==> src/rtl/i2cs_pkg.sv <==
// Shared constants and the bus-phase type of the two-wire slave.
// Assumes byte-wide transfers and a 10-bit address space.
package i2cs_pkg;
    localparam int BYTE_W   = 8;
    localparam int ADDR_W   = 10;
    localparam logic [4:0] HDR_TAG = 5'b11110;

    typedef enum logic [2:0] {
        ST_IDLE,   // not addressed, bus ignored
        ST_HDR,    // first address byte after a start
        ST_LOW,    // second byte of a 10-bit address
        ST_WRITE,  // master writes data to this slave
        ST_READ    // master reads data from this slave
    } phase_t;
endpackage

==> src/rtl/i2cs_line_sync.sv <==
// Brings the two bus lines into the clock domain and derives clock edges
// and start/stop conditions. Assumes both lines idle high.
module i2cs_line_sync #(
    parameter int STAGES = 2
) (
    input  logic clk,
    input  logic rst_n,
    input  logic scl_i,
    input  logic sda_i,
    output logic scl_o,
    output logic sda_o,
    output logic scl_rise_o,
    output logic scl_fall_o,
    output logic start_o,
    output logic stop_o
);
    logic [STAGES-1:0] scl_ff;
    logic [STAGES-1:0] sda_ff;
    logic              scl_d;
    logic              sda_d;

    // Synchronizer chains plus one delayed copy for edge detection.
    always_ff @(posedge clk) begin
        if (!rst_n) begin
            scl_ff <= '1;
            sda_ff <= '1;
            scl_d  <= 1'b1;
            sda_d  <= 1'b1;
        end else begin
            scl_ff <= {scl_ff[STAGES-2:0], scl_i};
            sda_ff <= {sda_ff[STAGES-2:0], sda_i};
            scl_d  <= scl_ff[STAGES-1];
            sda_d  <= sda_ff[STAGES-1];
        end
    end

    // Edge and condition decode on the synchronized levels.
    always_comb begin
        scl_o      = scl_ff[STAGES-1];
        sda_o      = sda_ff[STAGES-1];
        scl_rise_o = scl_o & ~scl_d;
        scl_fall_o = ~scl_o & scl_d;
        start_o    = scl_o & scl_d & sda_d & ~sda_o;
        stop_o     = scl_o & scl_d & ~sda_d & sda_o;
    end
endmodule

==> src/rtl/i2cs_addr_match.sv <==
// Decides the acknowledge and the next phase for an address byte.
// Assumes byte_i is complete; low_i marks the second byte of a 10-bit
// address, hdr_ok_i says a full 10-bit match happened since the last stop.
module i2cs_addr_match
    import i2cs_pkg::*;
(
    input  logic [BYTE_W-1:0] byte_i,
    input  logic [ADDR_W-1:0] addr_i,
    input  logic              ten_i,
    input  logic              low_i,
    input  logic              hdr_ok_i,
    output logic              ack_o,
    output phase_t            nxt_o
);
    logic hdr_hit;

    // Address comparison for the three kinds of address byte.
    always_comb begin
        hdr_hit = (byte_i[7:3] == HDR_TAG) && (byte_i[2:1] == addr_i[9:8]);
        if (low_i) begin
            ack_o = (byte_i == addr_i[7:0]);
            nxt_o = ack_o ? ST_WRITE : ST_IDLE;
        end else if (!ten_i) begin
            ack_o = (byte_i[7:1] == addr_i[6:0]);
            nxt_o = !ack_o ? ST_IDLE : (byte_i[0] ? ST_READ : ST_WRITE);
        end else if (!byte_i[0]) begin
            ack_o = hdr_hit;
            nxt_o = ack_o ? ST_LOW : ST_IDLE;
        end else begin
            ack_o = hdr_hit && hdr_ok_i;
            nxt_o = ack_o ? ST_READ : ST_IDLE;
        end
    end
endmodule

==> src/rtl/i2cs_rx_buf.sv <==
// Receive holding register with full and sticky overflow flags.
// Assumes a push never needs to displace unread data: it is dropped.
module i2cs_rx_buf #(
    parameter int W = 8
) (
    input  logic         clk,
    input  logic         rst_n,
    input  logic         push_i,
    input  logic [W-1:0] data_i,
    input  logic         pop_i,
    input  logic         ovf_clr_i,
    output logic         full_o,
    output logic [W-1:0] data_o,
    output logic         ovf_o
);
    logic         full_q;
    logic [W-1:0] data_q;
    logic         ovf_q;

    // Fill on push when empty, flag overflow when full, empty on pop.
    always_ff @(posedge clk) begin
        if (!rst_n) begin
            full_q <= 1'b0;
            data_q <= '0;
            ovf_q  <= 1'b0;
        end else begin
            if (pop_i) full_q <= 1'b0;
            if (push_i) begin
                if (!full_q) begin
                    data_q <= data_i;
                    full_q <= 1'b1;
                end else begin
                    ovf_q <= 1'b1;
                end
            end
            if (ovf_clr_i) ovf_q <= 1'b0;
        end
    end

    assign full_o = full_q;
    assign data_o = data_q;
    assign ovf_o  = ovf_q;

    AST_OVF_KEEPS: assert property (@(posedge clk) disable iff (!rst_n)
        (push_i && full_q && !pop_i && !ovf_clr_i) |=> (ovf_q && $stable(data_q)));
    AST_PUSH_FILLS: assert property (@(posedge clk) disable iff (!rst_n)
        (push_i && !full_q) |=> (full_q && data_q == $past(data_i)));
endmodule

==> src/rtl/i2c_slave10.sv <==
// Two-wire bus slave with 7/10-bit address, host-released clock holding,
// a receive holding register and a single transmit register.
// Assumes open-drain lines: an _oe output of 1 pulls the line low.
module i2c_slave10
    import i2cs_pkg::*;
#(
    parameter int SYNC_STAGES = 2
) (
    input  logic              clk,
    input  logic              rst_n,
    input  logic              scl_i,
    input  logic              sda_i,
    output logic              scl_oe_o,
    output logic              sda_oe_o,
    input  logic [ADDR_W-1:0] own_addr_i,
    input  logic              ten_bit_i,
    output logic [BYTE_W-1:0] rx_data_o,
    output logic              rx_full_o,
    input  logic              rx_pop_i,
    output logic              ovf_o,
    input  logic              ovf_clr_i,
    input  logic [BYTE_W-1:0] tx_data_i,
    input  logic              tx_wr_i,
    input  logic              release_i,
    output logic              hold_o,
    output logic              irq_o
);
    localparam int CNT_W = $clog2(BYTE_W + 1);
    localparam logic [CNT_W-1:0] LAST_BIT = CNT_W'(BYTE_W - 1);
    localparam logic [CNT_W-1:0] ALL_BITS = CNT_W'(BYTE_W);

    logic scl_s, sda_s, scl_rise, scl_fall, start_det, stop_det;

    phase_t             state_q, nxt_q, m_nxt;
    logic [CNT_W-1:0]   bitcnt_q;
    logic [BYTE_W-1:0]  sreg_q, tx_q, byte_w;
    logic               ack_ph_q, ack_nxt_q, mack_q, hdr_ok_q, rel_q, irq_q;
    logic               m_ack, byte_done, push, rx_full;

    i2cs_line_sync #(.STAGES(SYNC_STAGES)) u_sync (
        .clk(clk), .rst_n(rst_n), .scl_i(scl_i), .sda_i(sda_i),
        .scl_o(scl_s), .sda_o(sda_s), .scl_rise_o(scl_rise),
        .scl_fall_o(scl_fall), .start_o(start_det), .stop_o(stop_det)
    );

    assign byte_w    = {sreg_q[BYTE_W-2:0], sda_s};
    assign byte_done = scl_rise && !ack_ph_q && bitcnt_q == LAST_BIT &&
                       (state_q == ST_HDR || state_q == ST_LOW || state_q == ST_WRITE);
    assign push      = byte_done && state_q == ST_WRITE;

    i2cs_addr_match u_match (
        .byte_i(byte_w), .addr_i(own_addr_i), .ten_i(ten_bit_i),
        .low_i(state_q == ST_LOW), .hdr_ok_i(hdr_ok_q),
        .ack_o(m_ack), .nxt_o(m_nxt)
    );

    i2cs_rx_buf #(.W(BYTE_W)) u_rxbuf (
        .clk(clk), .rst_n(rst_n), .push_i(push), .data_i(byte_w),
        .pop_i(rx_pop_i), .ovf_clr_i(ovf_clr_i), .full_o(rx_full),
        .data_o(rx_data_o), .ovf_o(ovf_o)
    );

    // Bus phase sequencing: bit counting, acknowledge slots and clock holding.
    always_ff @(posedge clk) begin
        if (!rst_n) begin
            state_q   <= ST_IDLE;
            nxt_q     <= ST_IDLE;
            bitcnt_q  <= '0;
            sreg_q    <= '0;
            tx_q      <= '0;
            ack_ph_q  <= 1'b0;
            ack_nxt_q <= 1'b0;
            mack_q    <= 1'b0;
            hdr_ok_q  <= 1'b0;
            rel_q     <= 1'b1;
            irq_q     <= 1'b0;
        end else begin
            irq_q <= 1'b0;
            if (release_i) rel_q <= 1'b1;
            if (start_det) begin
                state_q  <= ST_HDR;
                bitcnt_q <= '0;
                ack_ph_q <= 1'b0;
            end else if (stop_det) begin
                state_q  <= ST_IDLE;
                bitcnt_q <= '0;
                ack_ph_q <= 1'b0;
                hdr_ok_q <= 1'b0;
            end else if (state_q != ST_IDLE) begin
                if (scl_rise) begin
                    if (state_q == ST_READ) begin
                        if (ack_ph_q) mack_q <= !sda_s;
                    end else if (!ack_ph_q && bitcnt_q < ALL_BITS) begin
                        sreg_q   <= byte_w;
                        bitcnt_q <= bitcnt_q + 1'b1;
                        if (byte_done) begin
                            if (state_q == ST_WRITE) begin
                                ack_nxt_q <= !rx_full;
                                nxt_q     <= ST_WRITE;
                                irq_q     <= !rx_full;
                            end else begin
                                ack_nxt_q <= m_ack;
                                nxt_q     <= m_nxt;
                                if (state_q == ST_LOW) hdr_ok_q <= m_ack;
                            end
                        end
                    end
                end else if (scl_fall) begin
                    if (state_q == ST_READ) begin
                        if (ack_ph_q) begin
                            ack_ph_q <= 1'b0;
                            bitcnt_q <= '0;
                            if (mack_q) begin
                                rel_q <= 1'b0;
                                irq_q <= 1'b1;
                            end else begin
                                state_q <= ST_IDLE;
                            end
                        end else begin
                            tx_q     <= {tx_q[BYTE_W-2:0], 1'b0};
                            bitcnt_q <= bitcnt_q + 1'b1;
                            if (bitcnt_q == LAST_BIT) ack_ph_q <= 1'b1;
                        end
                    end else if (ack_ph_q) begin
                        ack_ph_q <= 1'b0;
                        bitcnt_q <= '0;
                        state_q  <= nxt_q;
                        if (nxt_q == ST_READ) begin
                            rel_q <= 1'b0;
                            irq_q <= 1'b1;
                        end
                    end else if (bitcnt_q == ALL_BITS) begin
                        ack_ph_q <= 1'b1;
                    end
                end
            end
            if (tx_wr_i) tx_q <= tx_data_i;
        end
    end

    // Line drivers: data bit or acknowledge on SDA, holding on SCL.
    always_comb begin
        if (state_q == ST_READ) sda_oe_o = !ack_ph_q && !tx_q[BYTE_W-1];
        else                    sda_oe_o = ack_ph_q && ack_nxt_q;
        scl_oe_o = !rel_q;
    end

    assign hold_o    = !rel_q;
    assign irq_o     = irq_q;
    assign rx_full_o = rx_full;

    AST_READ_NEEDS_HDR: assert property (@(posedge clk) disable iff (!rst_n)
        (ten_bit_i && state_q == ST_READ && $past(state_q) != ST_READ) |-> hdr_ok_q);
    AST_HOLD_ONLY_READ: assert property (@(posedge clk) disable iff (!rst_n)
        $fell(rel_q) |-> (state_q == ST_READ));
    AST_IRQ_SINGLE: assert property (@(posedge clk) disable iff (!rst_n)
        irq_q |=> !irq_q);
    AST_START_REARMS: assert property (@(posedge clk) disable iff (!rst_n)
        start_det |=> (state_q == ST_HDR && bitcnt_q == '0));
endmodule

==> config.mk <==
export PLATFORM = sky130hd
export DESIGN_NAME = i2c_slave10
export DESIGN_NICKNAME = d
export VERILOG_FILES = /design/src/rtl/i2cs_pkg.sv /design/src/rtl/i2cs_line_sync.sv /design/src/rtl/i2cs_addr_match.sv /design/src/rtl/i2cs_rx_buf.sv /design/src/rtl/i2c_slave10.sv
export SDC_FILE = /design/constraint.sdc
export NUM_CORES = 1
export LEC_CHECK = 0
export BUFFER_PORTS_ARGS = -buffer_cell sky130_fd_sc_hd__buf_2
export CORE_UTILIZATION = 60
export DETAILED_ROUTE_END_ITERATION = 16
export GPL_ROUTABILITY_DRIVEN = 1
export PLACE_DENSITY = 0.92
export RECOVER_POWER = 25
export SYNTH_ARGS = -nofsm -noshare
export SYNTH_HDL_FRONTEND = slang
export SYNTH_HIERARCHICAL = 1
export SYNTH_SLANG_ARGS = --single-unit
==> constraint.sdc <==
create_clock -name clk -period 5.3 [get_ports clk]
set_input_delay 0.795 -clock clk [delete_from_list [all_inputs] [get_ports clk]]
set_output_delay 0.795 -clock clk [all_outputs]
set_load 0.03 [all_outputs]
==> impl_metrics.csv <==
group,metric,value,unit
synthesis,synth.net_count,303,
global_routing,first_global_vias,1935,
timing,final_critical_path_setup_slack,2.41,ns
clock_tree,tritoncts,"built",
timing,final.period_utilization,54.5,%
global_routing,grt_start_max_net_pins,49,
synthesis,ys.warnings.count,6,
floorplanning,die_width,65.5,µm
floorplanning,die_y,65.5,µm
route,route.vias.total,2035,
setup_path,cp-endpoint,"bitcnt_q[2]",
synthesis,synth_area_per_cell,8.83,µm²
status,failed_checks,"capacitance limit, slew limit",
cells_and_area,num-fill-cells,294,
synthesis,synthesis.instances,274,
clock_tree,insertion_delay_of_the_later_clocked_pin_in_the_worst_skew_pair,0.31,ns
synthesis,synth_edf_count,0,
pwr,peakVddDrop,0.000179,V
route,initialDrtViolationCount,101,
setup_path,ff2ff_path_depth,6,
placement,placed_cells_incl_taps,350,
clock_tree,cts_htree_levels,2,
setup_path,reg2reg_setup_slack,3.13,ns
timing,maxClockFrequency,0.346,GHz
floorplanning,initial_core_util,64.2,%
setup_path,worst_setup_path_end_kind,"register",
route,routed_wire_length_per_instance,13.4,µm
clock_tree,cts-root-to-sink-buffers,2,
setup_path,setup.worst_path.start_class,"primary input",
setup_path,crit_path_top_delay_cell,"clkbuf_1",
timing,finalClockSkew,0.00734,ns
pwr,power.leakage,1.12,nW
timing,slew_headroom,-14.4,%
setup_path,critPathKind,"primary input to register",
placement,dp_hpwl,3440,µm
timing,slew_violations,49,
route,routed_wirelength,4810,µm
global_routing,track_usage,25.1,%
route,drtPass1Iterations,4,
cells_and_area,drive_above_1_share,15.8,%
clock_tree,post_cts.resized_instances,0,
clock_tree,clock_root_buffer,"clkbuf_8",
placement,place.gp.congestion,0.873,
global_routing,wire_length_of_the_first_global_routing_pass,8400,µm
pwr,power.density_cell_area,235,nW/µm²
timing,finalWorstPathRequiredPeriod,2.89,ns
setup_path,timing.critical_path.cells,"clkbuf_1, or3b_2, a21oi_2, nand2_1, mux2i_1",
cells_and_area,num_antenna_cells,0,
synthesis,synth_area,2420,µm²
clock_tree,numClockSinks,47,
synthesis,ys_ff_latch,47,
route,viasPerCell,5.68,
synthesis,synth-async-reset-ratio,0,%
clock_tree,cts_hold_repair.buffers,0,
synthesis,yosys.cell_types.count,48,
clock_tree,cts_post_setup_buffers_inserted,0,
global_routing,overflow,0,
timing,count_of_endpoints_failing_setup_in_the_final_report,0,
cells_and_area,number_of_nets_in_the_final_layout,338,
clock_tree,cts-buffers-inserted,5,
setup_path,timing.critical_path.from,"rst_n",
setup_path,timing.rr.start,"u_sync/scl_ff[1]",
setup_path,cp.arrival,3.13,ns
setup_path,cp.required,5.54,ns
setup_path,worst_r2r_endpoint,"u_rxbuf/data_o[5]",
route,route.detailed.drc,0,
floorplanning,design.die.area,4290,µm²
job,max_cap_violations,1,
min_path,min_path_type,"register to register",
floorplanning,std_cell_rows,22,
cells_and_area,finish.cell_count_without_fillers,358,
timing,unrepaired_setup_endpoints_after_global_routing,"no",
synthesis,synth-main-ff-cell,"dfxtp_1",
route,postRouteAntennaNets,0,
status,status,"complete, but fails checks",
placement,portBuffers,40,
cells_and_area,area.growth.synth_to_final,11.3,%
setup_path,path_max_fanout,48,
setup_path,timing.critical_path.slowest_cell_delay,1.21,ns
timing,finalSetupTns,0,ns
floorplanning,core_area,3770,µm²
timing,whs,0.420,ns
floorplanning,pin_count,41,
timing,finalHoldViolations,0,
synthesis,ys_seq_area_share,38.9,%
global_routing,number_of_antenna_violations_at_the_first_check_in_global_routing,0,
timing,tightestPinTransition,1.72,ns
placement,place_ws,2.80,ns
clock_tree,cts_clock_pin_slew_for_the_worst_setup_and_hold_paths,0.09,ns
==> worst max-delay path, delay by kind of cell <==
kind / cells / cell delay [ns]
buf+inv: 1 / 1.21
compound gates: 1 / 0.28
simple gates: 2 / 0.70
mux: 1 / 0.14
==> layout by cell type (no fill, tap or decap), types with 2 or more instances in the layout <==
master / synthesis / routed
clkbuf_8: 0 / 5
o21a_1: 3 / 3
nor2b_1: 12 / 12
nand4_1: 4 / 4
o21ai_0: 15 / 15
nor3b_2: 2 / 2
dfxtp_1: 47 / 47
nor4_1: 3 / 3
a21boi_0: 3 / 3
a211oi_1: 7 / 7
and3b_1: 3 / 3
inv_1: 4 / 4
nor4b_1: 2 / 2
nand2_1: 33 / 33
and4b_1: 2 / 2
mux2i_1: 20 / 20
xnor2_1: 7 / 7
nor3b_1: 6 / 6
nor3_1: 11 / 11
and2_1: 3 / 3
a21oi_1: 9 / 9
ha_1: 2 / 2
nor2_1: 19 / 19
clkbuf_1: 5 / 9
and3_1: 2 / 2
nand2b_1: 9 / 9
xor2_1: 10 / 10
nand3b_1: 3 / 3
buf_2: 3 / 31
or3_1: 3 / 3
o211a_1: 2 / 2
==> final cells by class <==
class	instances	area, µm²	area share, %
timing repair buffer	40	189	7.02
clock buffer	5	68.8	2.56
inverter	4	15.0	0.558
sequential	47	941	34.9
multi-input combinational	211	1400	51.9
tap	48	60.1	2.23
clock inverter	3	22.5	0.836
==> sequential cells by signal, summed over array words and instances, names as in the netlist, 2 cells and up <==
register        cells
bitcnt_q            4
u_rxbuf/data_o      8
u_sync/scl_ff       2
u_sync/sda_ff       2
state_q             3
tx_q                8
sreg_q              7
nxt_q               3
==> power breakdown <==
group          total [mW]  internal, mW  switching [mW]
registers           0.364         0.359         0.00473
logic              0.0452        0.0206          0.0247
clock network       0.224        0.0946           0.130
total               0.634         0.474           0.159
==> metal layers <==
| metal | routed length, µm | track usage (%) | vias to the layer above |
|---|---|---|---|
| met5 | 0 | 0 | - |
| met4 | 45 | 8.70 | 0 |
| met3 | 190 | 5.21 | 5 |
| met2 | 2280 | 41.6 | 55 |
| met1 | 2300 | 32.2 | 946 |
| li1 | - | - | 1029 |
==> through the flow <==
step	total power, mW	area, µm²	util, %
5_1_grt	0.657	2690	71.4
2_1_floorplan	0.400	2420	-
4_1_cts	0.636	2700	71.7
3_5_place_dp	0.417	2610	69.3
3_3_place_gp	0.415	2610	69.3
6_report	0.634	2690	71.4
==> worst min path at each step <==
stage | from | end | slack, ns | cells after the start
2_1_floorplan | u_sync/scl_ff[0] | u_sync/scl_ff[1] | 0.39 | 1
3_3_place_gp | u_sync/sda_ff[0] | u_sync/sda_ff[1] | 0.39 | 1
3_5_place_dp | u_sync/scl_ff[0] | u_sync/scl_ff[1] | 0.40 | 1
4_1_cts | u_sync/scl_ff[0] | u_sync/scl_ff[1] | 0.42 | 1
5_1_grt | u_sync/sda_ff[0] | u_sync/sda_ff[1] | 0.44 | 1
6_report | u_sync/scl_ff[0] | u_sync/scl_ff[1] | 0.42 | 1
==> cell usage after synthesis (3+ instances only) <==
library cell   n  share of area, %
nor3_1        11               2.3
buf_4          3              0.93
nor2_1        19               2.9
or3_1          3              0.78
nand3b_1       3              0.93
nor3b_1        6               1.9
inv_1          4              0.62
o21a_1         3              0.93
nor2b_1       12               3.1
mux2i_1       20               8.3
a211oi_1       7               2.2
o21ai_0       15               3.1
and2_1         3              0.78
nor4_1         3              0.78
buf_2          3              0.62
dfxtp_1       47                39
xor2_1        10               3.6
nand2b_1       9               2.3
a21oi_1        9               1.9
and3b_1        3               1.1
clkbuf_1       5              0.78
xnor2_1        7               2.5
nand4_1        4               1.0
nand2_1       33               5.1
a21boi_0       3              0.93
==> logic make-up after synthesis <==
kind of cell,Yosys count,synth area share (%)
AOI/OAI and AO/OA,45,11.9
xor gates and xnor gates,17,6.15
adders and majority gates,2,1.03
buffers and inverters,16,3.41
DFF,47,38.9
muxes,20,8.27
and+or+nand+nor,127,30.4
No activity file was read; power rests on OpenSTA's default activity.
